File: config.mk
export PLATFORM = sky130hd
export DESIGN_NAME = ingress_dispatch
export DESIGN_NICKNAME = d
export VERILOG_FILES = /design/src/rtl/ingr_pkg.sv /design/src/rtl/ingr_poll.sv /design/src/rtl/ingr_ctlq.sv /design/src/rtl/ingr_emit.sv /design/src/rtl/ingress_dispatch.sv
export SDC_FILE = /design/constraint.sdc
export NUM_CORES = 1
export LEC_CHECK = 0
export BUFFER_PORTS_ARGS = -buffer_cell sky130_fd_sc_hd__clkbuf_2
export CAP_MARGIN = 40
export CORE_MARGIN = 4
export CORE_UTILIZATION = 61
export DETAILED_ROUTE_END_ITERATION = 16
export PLACE_DENSITY = 0.94
export SYNTH_ARGS = -nofsm -noshare
export SYNTH_HDL_FRONTEND = slang
export SYNTH_SLANG_ARGS = --single-unit
File: constraint.sdc
create_clock -name clk -period 11.8 [get_ports clk]
set_clock_uncertainty 0.2 [all_clocks]
set_input_delay 1.18 -clock clk [delete_from_list [all_inputs] [get_ports clk]]
set_output_delay 1.18 -clock clk [all_outputs]
set_load 0.05 [all_outputs]
File: src/rtl/ingr_pkg.sv
package ingr_pkg;

  // Decision taken for the input under the poll pointer in one cycle
  typedef enum logic [1:0] {
    ACT_IDLE = 2'd0,
    ACT_DATA = 2'd1,
    ACT_CTRL = 2'd2,
    ACT_DROP = 2'd3
  } act_e;

  function automatic int unsigned idx_width(input int unsigned n);
    return (n > 1) ? $clog2(n) : 1;
  endfunction

endpackage

File: src/rtl/ingr_poll.sv
module ingr_poll
  import ingr_pkg::*;
#(
  parameter int N_IN   = 4,
  parameter int N_OUT  = 4,
  parameter int PRIO_W = 2,
  parameter int SRC_W  = 2
) (
  input  logic                    clk,
  input  logic                    rst,
  input  logic [N_IN-1:0]         in_valid,
  input  logic [N_IN*N_OUT-1:0]   in_dest,
  input  logic [N_IN*PRIO_W-1:0]  in_prio,
  input  logic                    ctl_full,
  input  logic                    fa_valid,
  output logic [N_IN-1:0]         in_ready,
  output act_e                    act,
  output logic [SRC_W-1:0]        sel_src,
  output logic [N_OUT-1:0]        sel_dest,
  output logic [PRIO_W-1:0]       sel_prio
);

  localparam logic [SRC_W-1:0] LAST = SRC_W'(N_IN - 1);

  logic [SRC_W-1:0] ptr;
  logic             sel_valid;

  always_ff @(posedge clk) begin
    if (rst)               ptr <= '0;
    else if (ptr == LAST)  ptr <= '0;
    else                   ptr <= ptr + 1'b1;
  end

  assign sel_src   = ptr;
  assign sel_valid = in_valid[ptr];
  assign sel_dest  = in_dest[ptr*N_OUT +: N_OUT];
  assign sel_prio  = in_prio[ptr*PRIO_W +: PRIO_W];

  always_comb begin
    act = ACT_IDLE;
    if (sel_valid) begin
      if (sel_dest == '0) begin
        if (ctl_full)      act = ACT_DROP;
        else if (fa_valid) act = ACT_CTRL;
      end else if (fa_valid) begin
        act = ACT_DATA;
      end
    end
  end

  for (genvar i = 0; i < N_IN; i++) begin : g_rdy
    assign in_ready[i] = (ptr == SRC_W'(i)) && (act != ACT_IDLE);
  end

  p_one_ready_r1: assert property (@(posedge clk) disable iff (rst)
    $onehot0(in_ready)) else $error("more than one input served");

  p_ptr_step_r1: assert property (@(posedge clk) disable iff (rst)
    !$past(rst) |-> ptr == (($past(ptr) == LAST) ? '0 : $past(ptr) + 1'b1))
    else $error("poll pointer did not advance by one");

  p_ready_needs_valid_r2: assert property (@(posedge clk) disable iff (rst)
    (|in_ready) |-> (|(in_ready & in_valid)))
    else $error("ready given to an input without valid");

endmodule

File: src/rtl/ingr_ctlq.sv
module ingr_ctlq #(
  parameter int DEPTH  = 16,
  parameter int DATA_W = 6,
  parameter int CNT_W  = 5
) (
  input  logic              clk,
  input  logic              rst,
  input  logic              push,
  input  logic [DATA_W-1:0] push_data,
  input  logic              pop,
  output logic [DATA_W-1:0] head,
  output logic [CNT_W-1:0]  count,
  output logic              full
);

  localparam int PW = (DEPTH > 1) ? $clog2(DEPTH) : 1;
  localparam logic [PW-1:0] LAST = PW'(DEPTH - 1);

  logic [DATA_W-1:0] mem [DEPTH];
  logic [PW-1:0]     wp, rp;
  logic              do_pop;

  assign full   = (count == CNT_W'(DEPTH));
  assign do_pop = pop && (count != '0);
  assign head   = mem[rp];

  always_ff @(posedge clk) begin
    if (push) mem[wp] <= push_data;
  end

  always_ff @(posedge clk) begin
    if (rst) begin
      wp    <= '0;
      rp    <= '0;
      count <= '0;
    end else begin
      if (push)   wp <= (wp == LAST) ? '0 : wp + 1'b1;
      if (do_pop) rp <= (rp == LAST) ? '0 : rp + 1'b1;
      case ({push, do_pop})
        2'b10:   count <= count + 1'b1;
        2'b01:   count <= count - 1'b1;
        default: count <= count;
      endcase
    end
  end

  p_no_overflow_r7: assert property (@(posedge clk) disable iff (rst)
    count <= CNT_W'(DEPTH)) else $error("processor queue over capacity");

  p_push_room_r7: assert property (@(posedge clk) disable iff (rst)
    push |-> !full) else $error("push into full processor queue");

  p_pop_empty_r6: assert property (@(posedge clk) disable iff (rst)
    (pop && count == '0 && !push) |=> count == '0)
    else $error("pop on empty queue changed the count");

endmodule

File: src/rtl/ingr_emit.sv
module ingr_emit
  import ingr_pkg::*;
#(
  parameter int N_OUT  = 4,
  parameter int PRIO_W = 2,
  parameter int ADDR_W = 6,
  parameter int SRC_W  = 2
) (
  input  logic              clk,
  input  logic              rst,
  input  act_e              act,
  input  logic [SRC_W-1:0]  src,
  input  logic [N_OUT-1:0]  dest,
  input  logic [PRIO_W-1:0] prio,
  input  logic [ADDR_W-1:0] addr,
  output logic              st_valid,
  output logic [ADDR_W-1:0] st_addr,
  output logic [SRC_W-1:0]  st_src,
  output logic              st_ctl,
  output logic [N_OUT-1:0]  q_push,
  output logic [PRIO_W-1:0] q_prio,
  output logic [ADDR_W-1:0] q_addr,
  output logic              glob_inc
);

  logic is_data, is_ctrl;
  assign is_data = (act == ACT_DATA);
  assign is_ctrl = (act == ACT_CTRL);

  always_ff @(posedge clk) begin
    if (rst) begin
      st_valid <= 1'b0;
      st_addr  <= '0;
      st_src   <= '0;
      st_ctl   <= 1'b0;
      q_push   <= '0;
      q_prio   <= '0;
      q_addr   <= '0;
      glob_inc <= 1'b0;
    end else begin
      st_valid <= is_data || is_ctrl;
      st_ctl   <= is_ctrl;
      glob_inc <= is_data;
      q_push   <= is_data ? dest : '0;
      if (is_data || is_ctrl) begin
        st_addr <= addr;
        st_src  <= src;
      end
      if (is_data) begin
        q_prio <= prio;
        q_addr <= addr;
      end
    end
  end

  p_push_has_store_r4: assert property (@(posedge clk) disable iff (rst)
    (|q_push) |-> (st_valid && !st_ctl && glob_inc && q_addr == st_addr))
    else $error("queue push without matching data store");

  p_ctl_no_fanout_r5: assert property (@(posedge clk) disable iff (rst)
    st_ctl |-> (st_valid && q_push == '0 && !glob_inc))
    else $error("processor packet pushed to output queues");

endmodule

File: src/rtl/ingress_dispatch.sv
module ingress_dispatch
  import ingr_pkg::*;
#(
  parameter int N_IN      = 4,
  parameter int N_OUT     = 4,
  parameter int PRIO_W    = 2,
  parameter int ADDR_W    = 6,
  parameter int CTL_DEPTH = 16,
  parameter int SRC_W     = idx_width(N_IN),
  parameter int CNT_W     = $clog2(CTL_DEPTH + 1)
) (
  input  logic                    clk,
  input  logic                    rst,
  input  logic [N_IN-1:0]         in_valid,
  output logic [N_IN-1:0]         in_ready,
  input  logic [N_IN*N_OUT-1:0]   in_dest,
  input  logic [N_IN*PRIO_W-1:0]  in_prio,
  input  logic                    fa_valid,
  output logic                    fa_ready,
  input  logic [ADDR_W-1:0]       fa_addr,
  output logic                    st_valid,
  output logic [ADDR_W-1:0]       st_addr,
  output logic [SRC_W-1:0]        st_src,
  output logic                    st_ctl,
  output logic [N_OUT-1:0]        q_push,
  output logic [PRIO_W-1:0]       q_prio,
  output logic [ADDR_W-1:0]       q_addr,
  output logic                    glob_inc,
  output logic [ADDR_W-1:0]       ctl_addr,
  output logic [CNT_W-1:0]        ctl_count,
  input  logic                    ctl_rd,
  output logic                    irq,
  output logic                    ovf,
  input  logic                    ovf_clr
);

  act_e              act;
  logic [SRC_W-1:0]  sel_src;
  logic [N_OUT-1:0]  sel_dest;
  logic [PRIO_W-1:0] sel_prio;
  logic              ctl_full;

  ingr_poll #(
    .N_IN(N_IN), .N_OUT(N_OUT), .PRIO_W(PRIO_W), .SRC_W(SRC_W)
  ) u_poll (
    .clk(clk), .rst(rst),
    .in_valid(in_valid), .in_dest(in_dest), .in_prio(in_prio),
    .ctl_full(ctl_full), .fa_valid(fa_valid),
    .in_ready(in_ready), .act(act),
    .sel_src(sel_src), .sel_dest(sel_dest), .sel_prio(sel_prio)
  );

  assign fa_ready = (act == ACT_DATA) || (act == ACT_CTRL);

  ingr_ctlq #(
    .DEPTH(CTL_DEPTH), .DATA_W(ADDR_W), .CNT_W(CNT_W)
  ) u_ctlq (
    .clk(clk), .rst(rst),
    .push(act == ACT_CTRL), .push_data(fa_addr),
    .pop(ctl_rd),
    .head(ctl_addr), .count(ctl_count), .full(ctl_full)
  );

  assign irq = (ctl_count != '0);

  ingr_emit #(
    .N_OUT(N_OUT), .PRIO_W(PRIO_W), .ADDR_W(ADDR_W), .SRC_W(SRC_W)
  ) u_emit (
    .clk(clk), .rst(rst),
    .act(act), .src(sel_src), .dest(sel_dest), .prio(sel_prio), .addr(fa_addr),
    .st_valid(st_valid), .st_addr(st_addr), .st_src(st_src), .st_ctl(st_ctl),
    .q_push(q_push), .q_prio(q_prio), .q_addr(q_addr), .glob_inc(glob_inc)
  );

  // Sticky drop flag: a new drop wins over a same-cycle clear
  always_ff @(posedge clk) begin
    if (rst)                  ovf <= 1'b0;
    else if (act == ACT_DROP) ovf <= 1'b1;
    else if (ovf_clr)         ovf <= 1'b0;
  end

  p_drop_effects_r7: assert property (@(posedge clk) disable iff (rst)
    (act == ACT_DROP) |=> (ovf && !st_valid))
    else $error("drop did not flag or still stored");

  p_drop_no_addr_r7: assert property (@(posedge clk) disable iff (rst)
    (act == ACT_DROP) |-> !fa_ready)
    else $error("dropped packet consumed an address");

  p_ovf_sticky_r8: assert property (@(posedge clk) disable iff (rst)
    (ovf && !ovf_clr) |=> ovf)
    else $error("overflow flag lost without clear");

  p_irq_count_r6: assert property (@(posedge clk) disable iff (rst)
    (act == ACT_CTRL) |=> irq)
    else $error("interrupt missing after processor packet");

endmodule

# After elaboration in Yosys (flattened, before gate mapping)
# Memories as Yosys holds them, arrays and structs flattened. A register that Yosys moved wholly into a read port is not among the register bits.
# Cells that the tools add are included.
# W data, S select, Z words.
[totals]
regBits = 39
ramBits = 96
inputBits = 39
word_cells = 64
n_memories = 1
[classes]
addsub = 5
order_cmp = 1
n_eq_ne = 11
n_shift = 2
n_mux = 16
n_bitwise = 1
n_reduce_logical = 14
[memory_table]
columns = ["memory", "depth", "width", "rd", "rd_ports_with_merged_regs", "write_ports", "line", "text"]
rows = [
  ["u_ctlq.mem", 16, 6, 1, 1, 1, "ingr_ctlq.sv:19", "logic [DATA_W-1:0] mem [DEPTH];"],
]
[ops]
columns = ["op", "count"]
rows = [
  ["$mux W4", 4],
  ["$shiftx A16 B5 Y4", 1],
  ["$eq A2 B2 Y1 const B", 5],
  ["$pmux W5 S2", 1],
  ["$add A4 B1 Y4 const B", 2],
  ["$eq A4 B4 Y1 const B", 2],
  ["$mux W2", 4],
  ["$shiftx A8 B4 Y2", 1],
  ["$eq A2 B1 Y1 const B", 3],
  ["$mux W1", 6],
  ["$reduce_bool A2 Y1", 3],
  ["$add A5 B1 Y5 const B", 1],
  ["$eq A5 B5 Y1 const B", 1],
  ["$logic_and A1 B1 Y1", 5],
  ["$reduce_bool A5 Y1", 1],
  ["$sub A5 B1 Y5 const B", 1],
  ["$logic_not A4 Y1", 1],
  ["$reduce_or A2 Y1", 2],
  ["$lt A2 B3 Y1 const B", 1],
  ["$add A2 B1 Y2 const B", 1],
  ["$bmux W1 S2", 1],
  ["$logic_not A2 Y1", 1],
  ["$logic_or A1 B1 Y1", 1],
  ["$not A1 Y1", 1],
]

# Depth between registers and ports, before layout
# Gate-level depths: netlist (run 1).
[logic_depth]
ltp_word = 7
ltp_mapped = 15

# Modules after synthesis
# Synthesis (run 1) repeated with hierarchy kept, for this count alone.
[unflattened]
cells_unflattened = 391
hier_area_um2 = 5999.5
[by_module_without_submodules]
columns = ["mod", "n_inst", "cells_per_inst", "area_per_inst_um2", "seq_area_each_um2"]
rows = [
  ["ingr_ctlq", 1, 269, 4683.2, 3223.1],
  ["ingr_emit", 1, 72, 822.0, 460.4],
  ["ingr_poll", 1, 39, 410.4, 40.0],
  ["ingress_dispatch", 1, 11, 83.8, 20.0],
]

# Worst setup path before layout (run 1)
# OpenSTA, ideal clock, no wires.
[synth_timing]
path_type = "in2reg"
startpoint = "in in_dest[13]"
endpoint = "reg u_ctlq.count[4]"
setup_ns = 0.082
arrival_ns = 4.310
t_required_ns = 11.518
setup_slack_ns = 7.208
cell_stages = 14
path_buffers = 1
cell_sequence = "mux4_2 nor4_4 mux2_1 nand2_1 ha_1 inv_1 ha_1 clkbuf_1 xor2_1 ha_1 a21oi_1 a221o_1 a2111o_1 o2111ai_1"
[synth_via]
elab_chain_len = 7
elab_cells_between_ends = 9
cone_classes = "eq/ne (3); shift (1); mux (3); reduce/logical (2)"
[synth_lines]
columns = ["item", "line", "text"]
rows = [
  ["from (decl)", "ingress_dispatch.sv:16", "input logic [N_IN*N_OUT-1:0] in_dest,"],
  ["$shiftx A16 B5 Y4 *", "ingr_poll.sv:36", "assign sel_dest = in_dest[ptr*N_OUT +: N_OUT];"],
  ["$logic_not A4 Y1 *", "ingr_poll.sv:42", "if (sel_dest == '0) begin"],
  ["$mux W2 *", "ingr_poll.sv:42", ""],
  ["$mux W2 *", "ingr_poll.sv:41", "if (sel_valid) begin"],
  ["$eq A2 B2 Y1 *", "ingress_dispatch.sv:59", ".push(act == ACT_CTRL), .push_data(fa_addr),"],
  ["via u_ctlq.push", "ingr_ctlq.sv:8", "input logic push,"],
  ["$eq A2 B1 Y1 / $eq A2 B2 Y1 (equally long branches)", "ingr_ctlq.sv:39", "case ({push, do_pop})"],
  ["$pmux W5 S2 / $reduce_bool A2 Y1 (equally long branches)", "-", ""],
  ["to (signal assigned)", "ingr_ctlq.sv:40", "2'b10: count <= count + 1'b1;"],
  ["to (signal assigned)", "ingr_ctlq.sv:41", "2'b01: count <= count - 1'b1;"],
  ["to (signal assigned)", "ingr_ctlq.sv:42", "default: count <= count;"],
  ["to (decl)", "ingr_ctlq.sv:12", "output logic [CNT_W-1:0] count,"],
]
# Mark *: on every way through the listed nets, which the timed path passes. The rest lies on a longest branch.
# A chain may end at the register's enable or synchronous reset.

# Worst setup path in the final report (run 1)
[layout_timing]
startpoint = "reg u_poll.ptr[0] (netlist: u_poll.sel_src[0])"
endpoint = "out fa_ready"
[layout_via]
elab_chain_len = 6
elab_cells_between_ends = 9
cone_classes = "eq/ne (2); shift (1); mux (4); reduce/logical (2)"
[layout_lines]
columns = ["item", "line", "text"]
rows = [
  ["from (decl)", "ingr_poll.sv:25", "logic [SRC_W-1:0] ptr;"],
  ["from (signal assigned)", "ingr_poll.sv:31", "else ptr <= ptr + 1'b1;"],
  ["$shiftx A16 B5 Y4", "ingr_poll.sv:36", ""],
  ["$logic_not A4 Y1", "ingr_poll.sv:42", ""],
  ["$mux W2", "ingr_poll.sv:42", ""],
  ["$mux W2 *", "ingr_poll.sv:41", ""],
  ["$eq A2 B1 Y1 / $eq A2 B2 Y1 (equally long branches)", "ingress_dispatch.sv:53", "assign fa_ready = (act == ACT_DATA) || (act == ACT_CTRL);"],
  ["$logic_or A1 B1 Y1 *", "ingress_dispatch.sv:53", ""],
  ["to (decl)", "ingress_dispatch.sv:19", "output logic fa_ready,"],
]
# Mark *: on every way between the ends. The rest lies on a longest branch, timed or not. The select of a mux whose other input is x is not followed.

==> results of run 1 <==
power groups by stage:
stage | clock, mW | sequential [mW] | combinational (mW)
2_1_floorplan | 0 | 0.594 | 0.201
3_3_place_gp | 0 | 0.563 | 0.288
3_5_place_dp | 0 | 0.564 | 0.297
4_1_cts | 0.506 | 0.554 | 0.300
5_1_grt | 0.530 | 0.557 | 0.319
6_report | 0.499 | 0.554 | 0.297
flip-flops by register name, indices dropped and copies added (netlist names), named ones only:
| register | cells |
|---|---|
| ovf | 1 |
| u_ctlq.count | 5 |
| u_ctlq.mem | 96 |
| u_ctlq.rp | 4 |
| u_ctlq.wp | 4 |
| u_emit.glob_inc | 1 |
| u_emit.q_addr | 6 |
| u_emit.q_prio | 2 |
| u_emit.q_push | 4 |
| u_emit.st_addr | 6 |
| u_emit.st_ctl | 1 |
| u_emit.st_src | 2 |
| u_emit.st_valid | 1 |
| u_poll.sel_src | 2 |
final cells by class:
type	instances	area, um2
repair buffers	81	418
multi-input cells	188	1930
fillers	556	2380
well taps	129	161
clock buffers	22	484
flip-flops and latches	139	3740
inverters	10	37.5
clock inverters	10	86.3
per-stage QoR:
| step | utilization, % | area [um2] | total power [mW] | hold slack, ns |
|---|---|---|---|---|
| finish | 74.2 | 6860 | 1.35 | 0.294 |
| global route | 74.2 | 6860 | 1.41 | 0.325 |
| CTS | 74.2 | 6860 | 1.36 | 0.303 |
| detailed placement | 68.0 | 6290 | 0.861 | 0.289 |
| global placement | 67.9 | 6270 | 0.851 | 0.271 |
| floorplan | - | 5790 | 0.795 | 0.272 |
critical path, stage by stage, from the launching register on:
cell and delay [ns]:
dfxtp_1 0.68, mux4_2 0.62, nor4_4 0.33, mux2_1 0.37, nand2_1 0.10, ha_1 0.47, clkbuf_2 0.38
how the worst max path moves through the flow:
stage,slack (ns),from,to
6_report,6.97,u_poll.sel_src[0]$_SDFF_PP0_,fa_ready
3_3_place_gp,7.07,in_dest[13],fa_ready
2_1_floorplan,7.21,in_dest[13],u_ctlq.count[4]$_SDFFE_PP0P_
4_1_cts,6.93,u_poll.sel_src[0]$_SDFF_PP0_,fa_ready
3_5_place_dp,6.96,in_dest[13],u_ctlq.count[4]$_SDFFE_PP0P_
5_1_grt,6.75,u_poll.sel_src[0]$_SDFF_PP0_,fa_ready
per-layer routing:
layer  global-route usage (%)  vias up  part of all wire, %
li1                         -     1530                    -
met5                        0        -                    0
met2                     37.4      131                   52
met3                     6.25       13                  6.7
met4                     7.03        0                  1.5
met1                     28.3     1646                   39
cells in the final DEF, fill, tap and decap left out, types with 4 or more instances in the layout:
cell type | synthesis | layout
clkbuf_16 | 0 | 17
mux4_2 | 34 | 34
mux2i_1 | 19 | 19
inv_1 | 9 | 9
clkbuf_2 | 0 | 79
nor3b_1 | 4 | 4
nor2_1 | 26 | 26
nor3_1 | 4 | 4
edfxtp_1 | 96 | 96
o21ai_0 | 4 | 4
ha_1 | 17 | 17
nand2_1 | 9 | 9
nor2b_1 | 6 | 6
a21oi_1 | 8 | 8
xor2_1 | 4 | 4
dfxtp_1 | 43 | 43
clkbuf_8 | 0 | 4
clkinv_2 | 0 | 4
and2_1 | 21 | 21
cell families after synthesis:
kind of cell	after synthesis
buf+inv	28
flops	139
fa+ha+maj	17
simple gates	82
mux	57
compound gates	26
xor+xnor	6
==> metrics.md, run 1 <==
| Metric | Value |
|---|---|
| Avg WL per Cell | 19.9 um |
| Synth top area share | 49.8% |
| RR Startpoint | u_poll.sel_src[0]$_SDFF_PP0_ |
| Vias in the first global route | 3,414 |
| Share of cells above drive strength 1 | 33.1% |
| Grt ovf | 0 |
| Synth top area cells | edfxtp_1, dfxtp_1, mux4_2, ha_1, mux2i_1 |
| Largest net degree at the start of global routing | 40 |
| Hold_buf cts | 0 |
| EDFF count, synth | 96 |
| Status | complete, no violations |
| Fin crit period | 4.83 ns |
| Post-synthesis cell area | 0.00579 mm2 |
| Sequential share of power | about 41% |
| Detailed Routing Iterations Pass 1 | 5 |
| WL final | 11,500 um |
| Avg Cell Area, Syn | about 16 um2 |
| # diodes | 0 |
| TritonCTS clock tree | done |
| Mapped Cells | 355 |
| Synth Flop Type | edfxtp_1 |
| Warnings from Yosys | 0 |
| Synth cell count leaders | edfxtp_1, dfxtp_1, mux4_2 |
| Setup Buffers After CTS | 0 |
| Die width | 105 um |
| CTS Buffer Depth | 2 |
| Setup TNS | 0 ns |
| Final HPWL DP | 7800 um |
| Clock group share of total power | 37.0% |
| Xor/xnor cell area share of the yosys netlist | 0.908% |
| Synth unique cells | 40 |
| Clk sinks | 139 |
| H-tree levels | 4 |
| Worst skew pair latency | 0.51 ns |
| Unrepaired setup endpoints after global routing | false |
| Post-cts resize count | 0 |
| Num CTS Buffers | 17 |
| Post-route DRC violation count | 0 |
| Max-Cap Viols | 0 |
| Cell count of the worst reg-to-reg path | 13 |
| Synth Register Bits | 139 |
| Endpoint, Worst Hold | u_emit.q_addr[2]$_SDFFE_PP0P_ |
| Area of the core | 0.00924 mm2 |
| CP required | 10.42 ns |
| Most frequent cell after synthesis | edfxtp_1 |
| Complex-gate fraction of the synthesized area | 3.01% |
| Comb power frac | 22.0% |
| Cell internal pwr | ~960 uW |
| Routability cong. | ~0.83 |
| Worst Hold Launch | u_emit.q_addr[2]$_SDFFE_PP0P_ |
| Switching Share | between 20% and 30% |
| Global-route wire length before repair | approximately 19,000 um |
| Pre-CTS WS | 6.96 ns |
| CP Launch Type | flop |
| Hold crit path type | flop to flop |
| Site Rows | 35 |
| Synthesized-area fraction occupied by adder cells | roughly 3.7% |
| Worst setup margin | roughly 7 ns |
| Tot GR Track Use | 22.3% |
| Worst R2R End | u_ctlq.count[4]$_SDFFE_PP0P_ |
| Final setup vio count | 0 |
| Setup slack, reg-to-reg | 7.40 ns |
| P per Cell Area | 197 mW/mm2 |
| Maximum vdd drop | between 0.15 and 0.2 mV |
| Simple-gate portion of the synthesized area | 7.63% |
| Number of I/O port buffers | 79 |
| Final-report hold violation count | 0 |
| Ys async rst share | 0% |
| Worst slew pin tran | around 0.76 ns |
| Initial Utilization | 62.6% |
| Largest family of logic cells by synthesized area | multiplexers |
| Final ANT Viol Nets | 0 |
| Worst Hold Path Cells | 2 |
| Relative slew slack | around half |
| CP max FO | 12 |
| Non-Filler Instances | 579 |
| Area Overhead vs Synth | 18.5% |
| # IOs | 80 |
| Static leakage | 2.54 nW |
| # placed instances | 547 |
| CP endpoint kind | primary output |
| Largest area contributor in the netlist | edfxtp_1 |
| Clock slew at reported path FFs | ~0.060 ns |
| Initial antenna violation count | 0 |
| Fin. max-slew vios | 0 |
| DIE HEIGHT | 105 um |
| Fin crit share | between 40% and 50% |
| Register area share after synthesis | 64.7% |
| NumNets Final | just under 500 |
| Vias | roughly 3,300 |
| Via/cell ratio | 5.73 |
| Fmax achieved | 207 MHz |
| Critical path class | flop to primary output |
| Post-synth net total | 411 |
| Switching power total | between 300 and 400 uW |
| Die ar. | 0.0111 mm2 |
| Root buf cell | clkbuf_8 |
| Initial drt markers | between 200 and 250 |
| Arrival time worst endpoint | 3.45 ns |
| Mux share of post-synthesis cell area | 18.1% |
(Power assumes the default switching activity.)
==> inputs of run 2 (changes only) <==
- ABC_AREA: not set -> 1
- CORE_UTILIZATION: 61 -> 52
- PLACE_DENSITY: 0.94 -> 0.86
- clock period: 11.8 -> 4 ns (I/O delays scaled with it)
==> metrics.md, run 2 <==
| Metric | Value |
|---|---|
| Switching Share | 36.5% (was 29.0%) |
| Largest registers | u_ctlq.mem x96, u_emit.q_addr x6, u_emit.st_addr x6 (unchanged) |
| Worst Hold Path Cells | 4 (was 2) |
| # IOs | 80 (unchanged) |
| Setup Buffers After CTS | 0 (unchanged) |
| Final setup vio count | 0 (unchanged) |
| Post-cts resize count | 0 (unchanged) |
| Most frequent cells in the layout | edfxtp_1, nand2_1, inv_1 (was edfxtp_1, clkbuf_2, dfxtp_1) |
| Setup slack, reg-to-reg | 0.47 ns (was 7.40 ns) |
| Synth cell count leaders | edfxtp_1, nand2_1, inv_1 (was edfxtp_1, dfxtp_1, mux4_2) |
| CP max FO | 18 (was 12) |
| Initial antenna violation count | 0 (unchanged) |
| Die width | 116 um (was 105 um) |
| Fillers | 861 (was 556) |
| H-tree levels | 4 (unchanged) |
| Avg WL per Cell | 16.0 um (was 19.9 um) |
| Synth Flop Type | edfxtp_1 (unchanged) |
| Fmax achieved | 283 MHz |
| Worst R2R End | u_ctlq.count[4]$_SDFFE_PP0P_ (unchanged) |
| Critical path class | flop to flop (was flop to primary output) |
| Top reg by flops | u_ctlq.mem (unchanged) |
| Initial drt markers | 467 (was 242) |
| CTS Buffer Depth | 2 (unchanged) |
| Synth top area cells | edfxtp_1, dfxtp_1, nand2_1, inv_1, nor2_1 (was edfxtp_1, dfxtp_1, mux4_2, ha_1, mux2i_1) |
| Warnings from Yosys | 0 (unchanged) |
| Fin crit share | 88.2% |
| NumNets Final | 740 (was 493) |
| Site Rows | 39 (was 35) |
| Register area share after synthesis | 61.3% (was 64.7%) |
| CP endpoint kind | flop (was primary output) |
| Comb power frac | 29.7% (was 22.0%) |
| Cell internal pwr | 2.91 mW (was 959 uW) |
| DIE HEIGHT | 116 um (was 105 um) |
| Avg Cell Area, Syn | 10.0 um2 (was 16.3 um2) |
| Setup TNS | 0 ns (unchanged) |
| Clock group share of total power | 33.0% (was 37.0%) |
| Largest area contributor in the netlist | edfxtp_1 (unchanged) |
| Ys async rst share | 0% (unchanged) |
| Unrepaired setup endpoints after global routing | false (unchanged) |
| Root buf cell | clkbuf_16 (was clkbuf_8) |
| Max-Cap Viols | 0 (unchanged) |
| Static leakage | 2.93 nW (was 2.54 nW) |
| CP required | 4.11 ns (was 10.42 ns) |
| Post-route DRC violation count | 0 (unchanged) |
| Hold crit path type | input port to flop (was flop to flop) |
| Synth Register Bits | 139 (unchanged) |
| Routability cong. | 0.879 (was 0.830) |
| CP Launch Type | flop (unchanged) |
| Fin. max-slew vios | 0 (unchanged) |
| Worst Hold Launch | ovf_clr (was u_emit.q_addr[2]$_SDFFE_PP0P_) |
| Synth unique cells | 31 (was 40) |
| P per Cell Area | 645 mW/mm2 (was 197 mW/mm2) |
| Largest register FFs | 96 (unchanged) |
| Relative slew slack | 52.7% (was 49.4%) |
| Clock slew at reported path FFs | 0.06 ns (about the same) |
| Mapped Cells | 611 (was 355) |
| Final ANT Viol Nets | 0 (unchanged) |
| Arrival time worst endpoint | 3.64 ns (was 3.45 ns) |
| TritonCTS clock tree | done (unchanged) |
| RR Startpoint | u_poll.sel_src[0]$_SDFF_PP0_ (unchanged) |
| Grt ovf | 0 (unchanged) |
| # diodes | 0 (unchanged) |
| Die ar. | 0.0136 mm2 (was 0.0111 mm2) |
| Commonest non-fill, non-tap cell in the layout | edfxtp_1 (unchanged) |
| Placed cell area | 0.00652 mm2 (was 0.00629 mm2) |
| WL final | 13,400 um (was 11,500 um) |
| Area of the core | 0.0115 mm2 (was 0.00924 mm2) |
| Clk sinks | 139 (unchanged) |
| Number of I/O port buffers | 79 (unchanged) |
| Sequential share of power | 37.3% (was 41.0%) |
| Detailed Routing Iterations Pass 1 | 5 (unchanged) |
| Largest net degree at the start of global routing | 82 (was 40) |
| Post-synth net total | 667 (was 411) |
| Share of cells above drive strength 1 | 17.5% (was 33.1%) |
| Area Overhead vs Synth | 16.2% (was 18.5%) |
| Via/cell ratio | 5.45 (was 5.73) |
| Tot GR Track Use | 20.7% (was 22.3%) |
| Fin crit period | between 3 and 4 ns |
| Vias in the first global route | 4,488 (was 3,414) |
| Global-route wire length before repair | 21,500 um (was 18,500 um) |
| Hold_buf cts | 0 (unchanged) |
| EDFF count, synth | 96 (unchanged) |
| Switching power total | 1.67 mW (was 392 uW) |
| Worst skew pair latency | 0.41 ns (was 0.51 ns) |
| Initial Utilization | 53.3% (was 62.6%) |
| Endpoint, Worst Hold | ovf$_SDFFE_PP0P_ (was u_emit.q_addr[2]$_SDFFE_PP0P_) |
| Vias | 4,577 (was 3,320) |
| Util after Layout | 61.9% (was 74.2%) |
| Final-report hold violation count | 0 (unchanged) |
| Cell count of the worst reg-to-reg path | 22 (was 13) |
| Most frequent cell after synthesis | edfxtp_1 (unchanged) |
| Num CTS Buffers | 17 (unchanged) |
| Final HPWL DP | 8940 um (was 7800 um) |
| Status | complete, no violations (unchanged) |
| Fin area | 0.00710 mm2 (was 0.00686 mm2) |
| Synth top area share | 47.2% (was 49.8%) |
| Maximum vdd drop | 0.629 mV (was 0.156 mV) |
| Post-synthesis cell area | 0.00611 mm2 (was 0.00579 mm2) |
| Worst slew pin tran | 0.709 ns (was 0.759 ns) |
-- run 2: worst max-delay path by stage --
stage,startpoint,end,slack [ns]
after global routing,u_poll.sel_src[0]$_SDFF_PP0_,u_ctlq.count[4]$_SDFFE_PP0P_,0.04
after global placement,u_poll.sel_src[0]$_SDFF_PP0_,u_ctlq.count[4]$_SDFFE_PP0P_,0.65
after CTS,u_poll.sel_src[0]$_SDFF_PP0_,u_ctlq.count[4]$_SDFFE_PP0P_,0.48
final,u_poll.sel_src[0]$_SDFF_PP0_,u_ctlq.count[4]$_SDFFE_PP0P_,0.47
after floorplan,u_ctlq.count[0]$_SDFFE_PP0P_,u_ctlq.count[4]$_SDFFE_PP0P_,0.95
after detailed placement,u_poll.sel_src[0]$_SDFF_PP0_,u_ctlq.count[4]$_SDFFE_PP0P_,0.50
-- run 2: final cells by class --
type	instances	area (um2)	share of cell area [%]
tap	143	179	2.52
sequential	139	3740	52.7
timing repair buffer	81	410	5.78
inverter	84	320	4.51
clock inverter	13	144	2.03
clock buffer	19	433	6.10
multi-input combinational	361	1870	26.3
-- run 2: worst max-delay path, stage by stage, from the launching register on --
cell,delay (ns)
dfxtp_1,0.72
inv_6,0.16
nand2_1,0.10
nand3_1,0.07
nand2_1,0.09
nand2_1,0.10
nor2_4,0.14
nand2_1,0.08
nand3_1,0.12
ha_1,0.27
inv_1,0.15
ha_1,0.31
nand2_1,0.10
inv_1,0.05
nor2_1,0.13
ha_1,0.16
inv_1,0.03
nand2_1,0.09
nand3_1,0.11
nand3b_1,0.10
nand3_1,0.07
nand2_1,0.06
inv_1,0.03
-- run 2: power groups by stage --
stage	sequential (mW)	clock [mW]	combinational (mW)
after global placement	1.73	0	1.31
after detailed placement	1.73	0	1.34
after global routing	1.72	1.60	1.50
after CTS	1.71	1.51	1.36
final	1.71	1.51	1.36
after floorplan	1.90	0	0.911
-- run 2: logic make-up (layout without fill, tap and decap cells) --
logic type,count (synthesis),after routing,share of synthesized area [%]
adder cells (fa/ha/maj),17,17,3.48
AO/OA/AOI/OAI,118,118,10.8
flip-flops,139,139,61.3
AND/OR/NAND/NOR,221,221,15.6
buffers and inverters,111,197,8.15
XOR/XNOR,5,5,0.717
-- run 2: metrics by stage --
step                total power [mW]  setup WS [ns]  instances  hold WS (ns)
CTS                             4.57          0.480        840        0.0790
global route                    4.82         0.0366        840         0.112
floorplan                       2.81          0.952        611         0.285
detailed placement              3.07          0.501        808         0.291
global placement                3.04          0.653        808         0.278
finish                          4.58          0.472        840        0.0790
-- run 2: per-layer routing --
| metal | track usage (%) | wire, um | vias up |
|---|---|---|---|
| met5 | 0 | 0 | - |
| met4 | 5.88 | 153 | 0 |
| met3 | 6.11 | 1210 | 22 |
| met2 | 34.9 | 6650 | 215 |
| met1 | 26.0 | 5420 | 2136 |
| li1 | - | - | 2204 |
